**src/rtl/irq_arb_pkg.sv**
```systemverilog
package irq_arb_pkg;

    typedef enum logic [0:0] {
        ST_IDLE,
        ST_BUSY
    } arb_state_t;

    typedef enum logic [2:0] {
        ACT_NONE,
        ACT_TAKE,
        ACT_PREEMPT,
        ACT_CHAIN,
        ACT_RETURN
    } arb_act_t;

endpackage

```
**src/rtl/irq_pend_track.sv**
```systemverilog
module irq_pend_track #(
    parameter int NUM_IRQ = 8
) (
    input  logic               clk,
    input  logic               rst_n,
    input  logic [NUM_IRQ-1:0] req,
    input  logic [NUM_IRQ-1:0] clr,
    output logic [NUM_IRQ-1:0] pend
);

    logic [NUM_IRQ-1:0] req_q;
    logic [NUM_IRQ-1:0] rise;

    assign rise = req & ~req_q;

    // one latch per line; a fresh edge wins over a same-cycle clear
    for (genvar g = 0; g < NUM_IRQ; g++) begin : g_line
        always_ff @(posedge clk) begin
            if (!rst_n) begin
                req_q[g] <= 1'b0;
                pend[g]  <= 1'b0;
            end else begin
                req_q[g] <= req[g];
                pend[g]  <= rise[g] | (pend[g] & ~clr[g]);
            end
        end
    end

endmodule

```
**src/rtl/irq_pick.sv**
```systemverilog
module irq_pick #(
    parameter int NUM_IRQ   = 8,
    parameter int PRIO_BITS = 3,
    localparam int IW = (NUM_IRQ > 1) ? $clog2(NUM_IRQ) : 1,
    localparam int SW = $clog2(PRIO_BITS + 1)
) (
    input  logic [NUM_IRQ-1:0]           cand,
    input  logic [NUM_IRQ*PRIO_BITS-1:0] prio_flat,
    input  logic [SW-1:0]                sub_bits,
    output logic                         found,
    output logic [IW-1:0]                idx,
    output logic [PRIO_BITS-1:0]         pre
);

    logic [PRIO_BITS-1:0] best;
    logic [PRIO_BITS-1:0] val;

    // smallest whole value wins: preemption field sits in the upper bits,
    // so this orders by group first and sub-priority second; strict '<'
    // keeps the lower index on a tie
    always_comb begin
        found = 1'b0;
        best  = '1;
        idx   = '0;
        val   = '0;
        for (int i = 0; i < NUM_IRQ; i++) begin
            val = prio_flat[i*PRIO_BITS +: PRIO_BITS];
            if (cand[i] && (!found || (val < best))) begin
                found = 1'b1;
                best  = val;
                idx   = IW'(i);
            end
        end
    end

    assign pre = best >> sub_bits;

endmodule

```
**src/rtl/irq_active_stack.sv**
```systemverilog
module irq_active_stack #(
    parameter int NUM_IRQ   = 8,
    parameter int PRIO_BITS = 3,
    localparam int IW    = (NUM_IRQ > 1) ? $clog2(NUM_IRQ) : 1,
    localparam int DEPTH = 1 << PRIO_BITS,
    localparam int AW    = (DEPTH > 1) ? $clog2(DEPTH) : 1,
    localparam int SPW   = AW + 1
) (
    input  logic                 clk,
    input  logic                 rst_n,
    input  logic                 push,
    input  logic                 pop,
    input  logic                 repl,
    input  logic [IW-1:0]        in_idx,
    input  logic [PRIO_BITS-1:0] in_pre,
    output logic                 top_valid,
    output logic [PRIO_BITS-1:0] top_pre,
    output logic                 below_valid,
    output logic [PRIO_BITS-1:0] below_pre,
    output logic [IW-1:0]        below_idx,
    output logic                 full,
    output logic [NUM_IRQ-1:0]   active_mask
);

    logic [IW-1:0]        idx_q [DEPTH];
    logic [PRIO_BITS-1:0] pre_q [DEPTH];
    logic [SPW-1:0]       sp;
    logic [SPW-1:0]       sp_m1;
    logic [SPW-1:0]       sp_m2;
    logic [SPW-1:0]       wr_ptr;
    logic                 wr_any;

    assign sp_m1  = sp - SPW'(1);
    assign sp_m2  = sp - SPW'(2);
    assign wr_any = push | repl;
    assign wr_ptr = push ? sp : sp_m1;

    always_ff @(posedge clk) begin
        if (!rst_n) begin
            sp <= '0;
        end else if (push) begin
            sp <= sp + SPW'(1);
        end else if (pop && (sp != '0)) begin
            sp <= sp_m1;
        end
    end

    for (genvar g = 0; g < DEPTH; g++) begin : g_entry
        always_ff @(posedge clk) begin
            if (!rst_n) begin
                idx_q[g] <= '0;
                pre_q[g] <= '0;
            end else if (wr_any && (wr_ptr == SPW'(g))) begin
                idx_q[g] <= in_idx;
                pre_q[g] <= in_pre;
            end
        end
    end

    assign top_valid   = (sp != '0);
    assign below_valid = (sp > SPW'(1));
    assign full        = (sp == SPW'(DEPTH));
    assign top_pre     = top_valid   ? pre_q[sp_m1[AW-1:0]] : '0;
    assign below_pre   = below_valid ? pre_q[sp_m2[AW-1:0]] : '0;
    assign below_idx   = below_valid ? idx_q[sp_m2[AW-1:0]] : '0;

    always_comb begin
        active_mask = '0;
        for (int d = 0; d < DEPTH; d++) begin
            if (SPW'(d) < sp) begin
                active_mask[idx_q[d]] = 1'b1;
            end
        end
    end

endmodule

```
**src/rtl/irq_prio_arbiter.sv**
```systemverilog
module irq_prio_arbiter
    import irq_arb_pkg::*;
#(
    parameter int NUM_IRQ   = 8,
    parameter int PRIO_BITS = 3
) (
    input  logic                                        clk,
    input  logic                                        rst_n,
    input  logic [NUM_IRQ-1:0]                          irq_req,
    input  logic [NUM_IRQ*PRIO_BITS-1:0]                prio_cfg,
    input  logic [$clog2(PRIO_BITS+1)-1:0]              group_sel,
    input  logic                                        global_mask,
    input  logic                                        handler_done,
    output logic                                        take_strobe,
    output logic                                        preempt_flag,
    output logic                                        tail_chain,
    output logic                                        return_strobe,
    output logic [((NUM_IRQ>1)?$clog2(NUM_IRQ):1)-1:0]  vector_idx,
    output logic                                        run_valid,
    output logic [PRIO_BITS-1:0]                        run_pre
);

    localparam int IW = (NUM_IRQ > 1) ? $clog2(NUM_IRQ) : 1;
    localparam int SW = $clog2(PRIO_BITS + 1);

    arb_state_t state_q, state_nx;
    arb_act_t   act;

    logic [NUM_IRQ-1:0]   pend;
    logic [NUM_IRQ-1:0]   clr;
    logic [NUM_IRQ-1:0]   cand;
    logic [NUM_IRQ-1:0]   active_mask;
    logic [SW-1:0]        p_eff;
    logic [SW-1:0]        sub_bits;
    logic                 win_found;
    logic [IW-1:0]        win_idx;
    logic [PRIO_BITS-1:0] win_pre;
    logic                 top_valid, below_valid, full;
    logic [PRIO_BITS-1:0] top_pre, below_pre;
    logic [IW-1:0]        below_idx;
    logic                 st_push, st_pop, st_repl;

    assign p_eff    = (group_sel > SW'(PRIO_BITS)) ? SW'(PRIO_BITS) : group_sel;
    assign sub_bits = SW'(PRIO_BITS) - p_eff;
    assign cand     = pend & ~active_mask & {NUM_IRQ{~global_mask}};

    irq_pend_track #(.NUM_IRQ(NUM_IRQ)) u_pend (
        .clk  (clk),
        .rst_n(rst_n),
        .req  (irq_req),
        .clr  (clr),
        .pend (pend)
    );

    irq_pick #(.NUM_IRQ(NUM_IRQ), .PRIO_BITS(PRIO_BITS)) u_pick (
        .cand     (cand),
        .prio_flat(prio_cfg),
        .sub_bits (sub_bits),
        .found    (win_found),
        .idx      (win_idx),
        .pre      (win_pre)
    );

    irq_active_stack #(.NUM_IRQ(NUM_IRQ), .PRIO_BITS(PRIO_BITS)) u_stack (
        .clk        (clk),
        .rst_n      (rst_n),
        .push       (st_push),
        .pop        (st_pop),
        .repl       (st_repl),
        .in_idx     (win_idx),
        .in_pre     (win_pre),
        .top_valid  (top_valid),
        .top_pre    (top_pre),
        .below_valid(below_valid),
        .below_pre  (below_pre),
        .below_idx  (below_idx),
        .full       (full),
        .active_mask(active_mask)
    );

    // decision and next state
    always_comb begin
        act      = ACT_NONE;
        state_nx = state_q;
        unique case (state_q)
            ST_IDLE: begin
                if (win_found) begin
                    act      = ACT_TAKE;
                    state_nx = ST_BUSY;
                end
            end
            ST_BUSY: begin
                if (handler_done) begin
                    if (win_found && (!below_valid || (win_pre < below_pre))) begin
                        act = ACT_CHAIN;
                    end else begin
                        act = ACT_RETURN;
                        if (!below_valid) begin
                            state_nx = ST_IDLE;
                        end
                    end
                end else if (win_found && !full && (win_pre < top_pre)) begin
                    act = ACT_PREEMPT;
                end
            end
            default: begin
                state_nx = ST_IDLE;
            end
        endcase
    end

    assign st_push = (act == ACT_TAKE) || (act == ACT_PREEMPT);
    assign st_pop  = (act == ACT_RETURN);
    assign st_repl = (act == ACT_CHAIN);

    always_comb begin
        clr = '0;
        if (st_push || st_repl) begin
            clr[win_idx] = 1'b1;
        end
    end

    // state register
    always_ff @(posedge clk) begin
        if (!rst_n) begin
            state_q <= ST_IDLE;
        end else begin
            state_q <= state_nx;
        end
    end

    // registered outputs
    always_ff @(posedge clk) begin
        if (!rst_n) begin
            take_strobe   <= 1'b0;
            preempt_flag  <= 1'b0;
            tail_chain    <= 1'b0;
            return_strobe <= 1'b0;
            vector_idx    <= '0;
        end else begin
            take_strobe   <= st_push;
            preempt_flag  <= (act == ACT_PREEMPT);
            tail_chain    <= st_repl;
            return_strobe <= st_pop;
            if (st_push || st_repl) begin
                vector_idx <= win_idx;
            end else if (st_pop && below_valid) begin
                vector_idx <= below_idx;
            end
        end
    end

    assign run_valid = top_valid;
    assign run_pre   = top_pre;

endmodule

```
**config.mk**
```make
export PLATFORM = sky130hd
export DESIGN_NAME = irq_prio_arbiter
export DESIGN_NICKNAME = d
export VERILOG_FILES = /design/src/rtl/irq_arb_pkg.sv /design/src/rtl/irq_pend_track.sv /design/src/rtl/irq_pick.sv /design/src/rtl/irq_active_stack.sv /design/src/rtl/irq_prio_arbiter.sv
export SDC_FILE = /design/constraint.sdc
export NUM_CORES = 1
export LEC_CHECK = 0
export BUFFER_PORTS_ARGS = -buffer_cell sky130_fd_sc_hd__buf_4
export CAP_MARGIN = 20
export CORE_ASPECT_RATIO = 1.1
export CORE_MARGIN = 10
export CORE_UTILIZATION = 55
export DETAILED_ROUTE_END_ITERATION = 10
export GPL_TIMING_DRIVEN = 0
export PLACE_DENSITY = 0.77
export SYNTH_ARGS = -nofsm -noshare
export SYNTH_HDL_FRONTEND = slang
export SYNTH_SLANG_ARGS = --single-unit
```
**constraint.sdc**
```tcl
create_clock -name clk -period 17.2 [get_ports clk]
set_input_delay 3.44 -clock clk [delete_from_list [all_inputs] [get_ports clk]]
set_output_delay 3.44 -clock clk [all_outputs]
set_load 0.1 [all_outputs]
```
==> metrics.md <==
| Metric | Value |
|---|---|
| Initial antenna violation count | 0 |
| Worst IR drop on VDD | 0.000188 V |
| Layout fillers | 880 |
| Fmax | 0.0608 GHz |
| Core Region | 0.0109 mm^2 |
| Startpoint Class | primary input |
| EDFF count, synth | between 40 and 50 |
| Top Ports | just under 50 |
| Seq pwr share | 21.4% |
| Cell Area, Synth | 0.00613 mm^2 |
| Placed cell count | 858 |
| FF-to-FF path depth | 73 |
| Worst Tran Pin Value | between 1 and 1.5 ns |
| Comb power frac | about two thirds |
| Inserted Clock Buffers | 9 |
| Yosys warnings | 0 |
| Worst EP required | ~17 ns |
| Power density cells | about 190 mW/mm^2 |
| First-pass GRT wire length | 30,700 um |
| WL final | 19,900 um |
| CP max-delay cell | o41ai_4 |
| Psw | 747 uW |
| Vias/cell | 6.81 |
| Non-filler instance count after layout | 886 |
| Pwr Total | 1.40 mW |
| Final Max Tran Viols | 0 |
| Worst Path Max Fanout | 10 |
| CP Class | primary input to register |
| Worst EP arrival | 16.62 ns |
| Min-delay src | u_pend.req_q[2]$_SDFF_PN0_ |
| Final HPWL DP | 15,200 um |
| Horiz. Die Dim | 121 um |
| Static Leak | 2.72 nW |
| Syn Inst Count | 663 |
| DR pass1 iterations | 5 |
| Max transition margin | 23.0% |
| Worst reg2reg setup slack | 1.55 ns |
| Number of diodes | 0 |
| Netlist cell types | 89 |
| CTS H-tree depth | 3 |
| WHS Path Cells | 1 |
| Vias after detailed routing | 6,035 |
| Placer Congestion | between 0.9 and 1 |
| Multi-input gate area | 0.00412 mm^2 |
| Synth Flop Type | edfxtp_1 |
| CTS tree | built |
| Reg-to-Reg Start | u_stack.sp[0]$_SDFFE_PN0P_ |
| Total gr overflow | 0 |
| Clock power share | 12.7% |
| Number of global-route vias before repair | 5,771 |
| Final Hold Viols | 0 |
| DIE AREA | 0.0158 mm^2 |
| Initial Util | 56.1% |
| Worst setup EP type | register |
| CP most frequent cell | inv_1 |
| Syn avg cell area | 9.24 um^2 |
| Clock Latency Late Sink | 0.34 ns |
| Clock tree buffer depth | 2 |
| Die height | 131 um |
| Wire length per cell | 22.5 um |
| DR DRC count | 0 |
| Rows | 40 |
| Register bit total from synthesis | 76 |
| Status | finished, final reports clean |
| Final nets | 793 |
| GRT Overall Usage | between 20 and 25% |
| Final TNS setup | 0 ns |
| Async SR Flop Fraction | 0% |
| Hold endpoint | u_pend.pend[2]$_SDFF_PN0_ |
| Max-Cap Viols | 0 |
| Largest net degree at the start of global routing | 13 |
| Register Area | between 0.002 and 0.0025 mm^2 |
| Clock skew | around 0.009 ns |
| Sink Count | 76 |
| Internal power | 655 uW |
| Seq/Total Area, Yosys | 32.7% |
| Port Buffer Count | 47 |
| Synthesis-to-layout area growth | 20.3% |
| Share of cells above drive strength 1 | a little under a quarter |
| Syn Nets | approximately 720 |
| Fin crit period | roughly 16 ns |
| Worst R2R End | u_stack.pre_q[1][0]$_SDFFCE_PN0P_ |
| Period utilisation layout | 95.6% |
| Final ANT Viol Nets | 0 |
| Hold Path Class | register to register |
| Clk root buf | clkbuf_16 |
| Setup Viol. Count Final | 0 |
| Sw Ratio | 53.3% |
| Iteration-0 DRC Markers | 637 |
| CP max stage delay | roughly 0.43 ns |
| Clock transition at the registers of the reported paths | 0.06 ns |
## through the flow
step | cell area (um^2) | util [%] | hold slack (ns) | setup slack (ns)
detailed placement | 6670 | 61.1 | 0.420 | -3.28
global placement | 6660 | 61.1 | 0.404 | -2.87
finish | 7370 | 67.6 | 0.416 | 0.751
floorplan | 6130 | - | 0.399 | 0.148
CTS | 7150 | 65.5 | 0.418 | 0.00522
global route | 7370 | 67.6 | 0.423 | -0.118
## worst max-delay path by stage
stage,from,endpoint,slack [ns],cells after the start
floorplan,global_mask,u_stack.idx_q[2][0]$_SDFFCE_PN0P_,0.15,67
global placement,global_mask,u_stack.idx_q[4][0]$_SDFFCE_PN0P_,-2.87,64
detailed placement,global_mask,u_stack.idx_q[4][1]$_SDFFCE_PN0P_,-3.28,64
CTS,global_mask,u_stack.pre_q[1][0]$_SDFFCE_PN0P_,0.005,70
global route,global_mask,u_stack.idx_q[2][0]$_SDFFCE_PN0P_,-0.12,68
finish,global_mask,u_stack.pre_q[1][0]$_SDFFCE_PN0P_,0.75,70
## routing by layer
metal  vias to the layer above  global-route usage [%]  wire length (um)
li1                       2766                       -                 -
met1                      2873                    28.8              7830
met2                       322                    42.1              9720
met3                        74                    3.43              1270
met4                         0                    15.6              1100
met5                         -                       0                 0
## worst max-delay path: cells and delay by family
family / cells / cell delay, ns
buffers and inverters: 14 / 1.43
muxes: 4 / 1.46
adders and majority gates: 9 / 2.06
and+or+nand+nor: 21 / 3.31
AOI/OAI and AO/OA: 22 / 4.92
## Yosys cell counts, drive strengths merged (6+ instances only)
cell | count | area [um^2]
nand2 | 54 | 203
edfxtp | 48 | 1440
inv | 46 | 173
nor4 | 43 | 294
nor2 | 41 | 154
dfxtp | 28 | 561
o21ai | 26 | 130
clkbuf | 23 | 86.3
nand3 | 23 | 115
ha | 21 | 263
nor3 | 20 | 105
a21oi | 18 | 101
mux4 | 18 | 405
buf | 13 | 80.1
o31ai | 13 | 116
nand4 | 12 | 75.1
nand2b | 11 | 68.8
o311ai | 10 | 87.6
mux2 | 9 | 101
o22ai | 9 | 56.3
a21o | 8 | 60.1
and2 | 8 | 50.1
a31oi | 7 | 43.8
and3 | 7 | 43.8
nor2b | 7 | 43.8
nor4b | 7 | 61.3
o21a | 7 | 52.6
or3 | 7 | 43.8
or4 | 7 | 52.6
a211oi | 6 | 45.0
a21boi | 6 | 45.0
mux2i | 6 | 60.1
o211ai | 6 | 45.0
## timing repair
| item | CTS | global route |
|---|---|---|
| buffers inserted | 3 | 9 |
| pin swaps | 4 | 9 |
| resized for setup | 38 | 25 |
| endpoints found under the setup margin | 114 | 111 |
| hold buffers | 0 | 0 |
## flip-flops by register name, indices dropped and copies added (netlist names)
signal and count:
take_strobe 1, return_strobe 1, vector_idx 3, tail_chain 1
u_pend.req_q 8, u_pend.pend 8, state_q 1, preempt_flag 1
u_stack.sp 4, u_stack.idx_q 24, u_stack.pre_q 24
## cells in the final DEF, fill, tap and decap left out, types with 10 or more instances in the layout
cell type,count
a21oi_1,14
buf_4,63
clkbuf_1,21
dfxtp_1,28
edfxtp_1,48
ha_1,19
inv_1,45
mux4_2,18
nand2_1,52
nand2b_1,11
nand3_1,21
nand4_1,12
nor2_1,39
nor3_1,19
nor4_1,38
o21ai_0,23
o31ai_4,10
## cell families (layout without fill, tap and decap cells)
group | count (synthesis) | in the layout | share of synthesized area [%]
multiplexers | 33 | 33 | 9.25
XOR/XNOR | 4 | 4 | 0.572
flip-flops | 76 | 76 | 32.7
adder cells (fa/ha/maj) | 25 | 25 | 4.94
AND/OR/NAND/NOR | 269 | 269 | 24.3
AO/OA/AOI/OAI | 174 | 174 | 22.7
buffers and inverters | 82 | 158 | 5.54
## final cells by class
| class | instances | area share (%) |
|---|---|---|
| plain buffers | 35 | 2.26 |
| well taps | 147 | 2.50 |
| multi-input cells | 505 | 55.8 |
| clock buffers | 12 | 3.34 |
| flip-flops and latches | 76 | 27.2 |
| clock inverters | 4 | 0.340 |
| inverters | 46 | 2.38 |
| repair buffers | 61 | 6.18 |
## power groups by stage
stage                     sequential, mW  clock, mW  combinational, mW
after CTS                          0.296      0.177              0.870
after floorplan                    0.317          0              0.579
final                              0.299      0.178              0.925
after global routing               0.303      0.183              0.987
after global placement             0.298          0              0.798
after detailed placement           0.300          0              0.814
No activity file was read; power rests on OpenSTA's default activity.
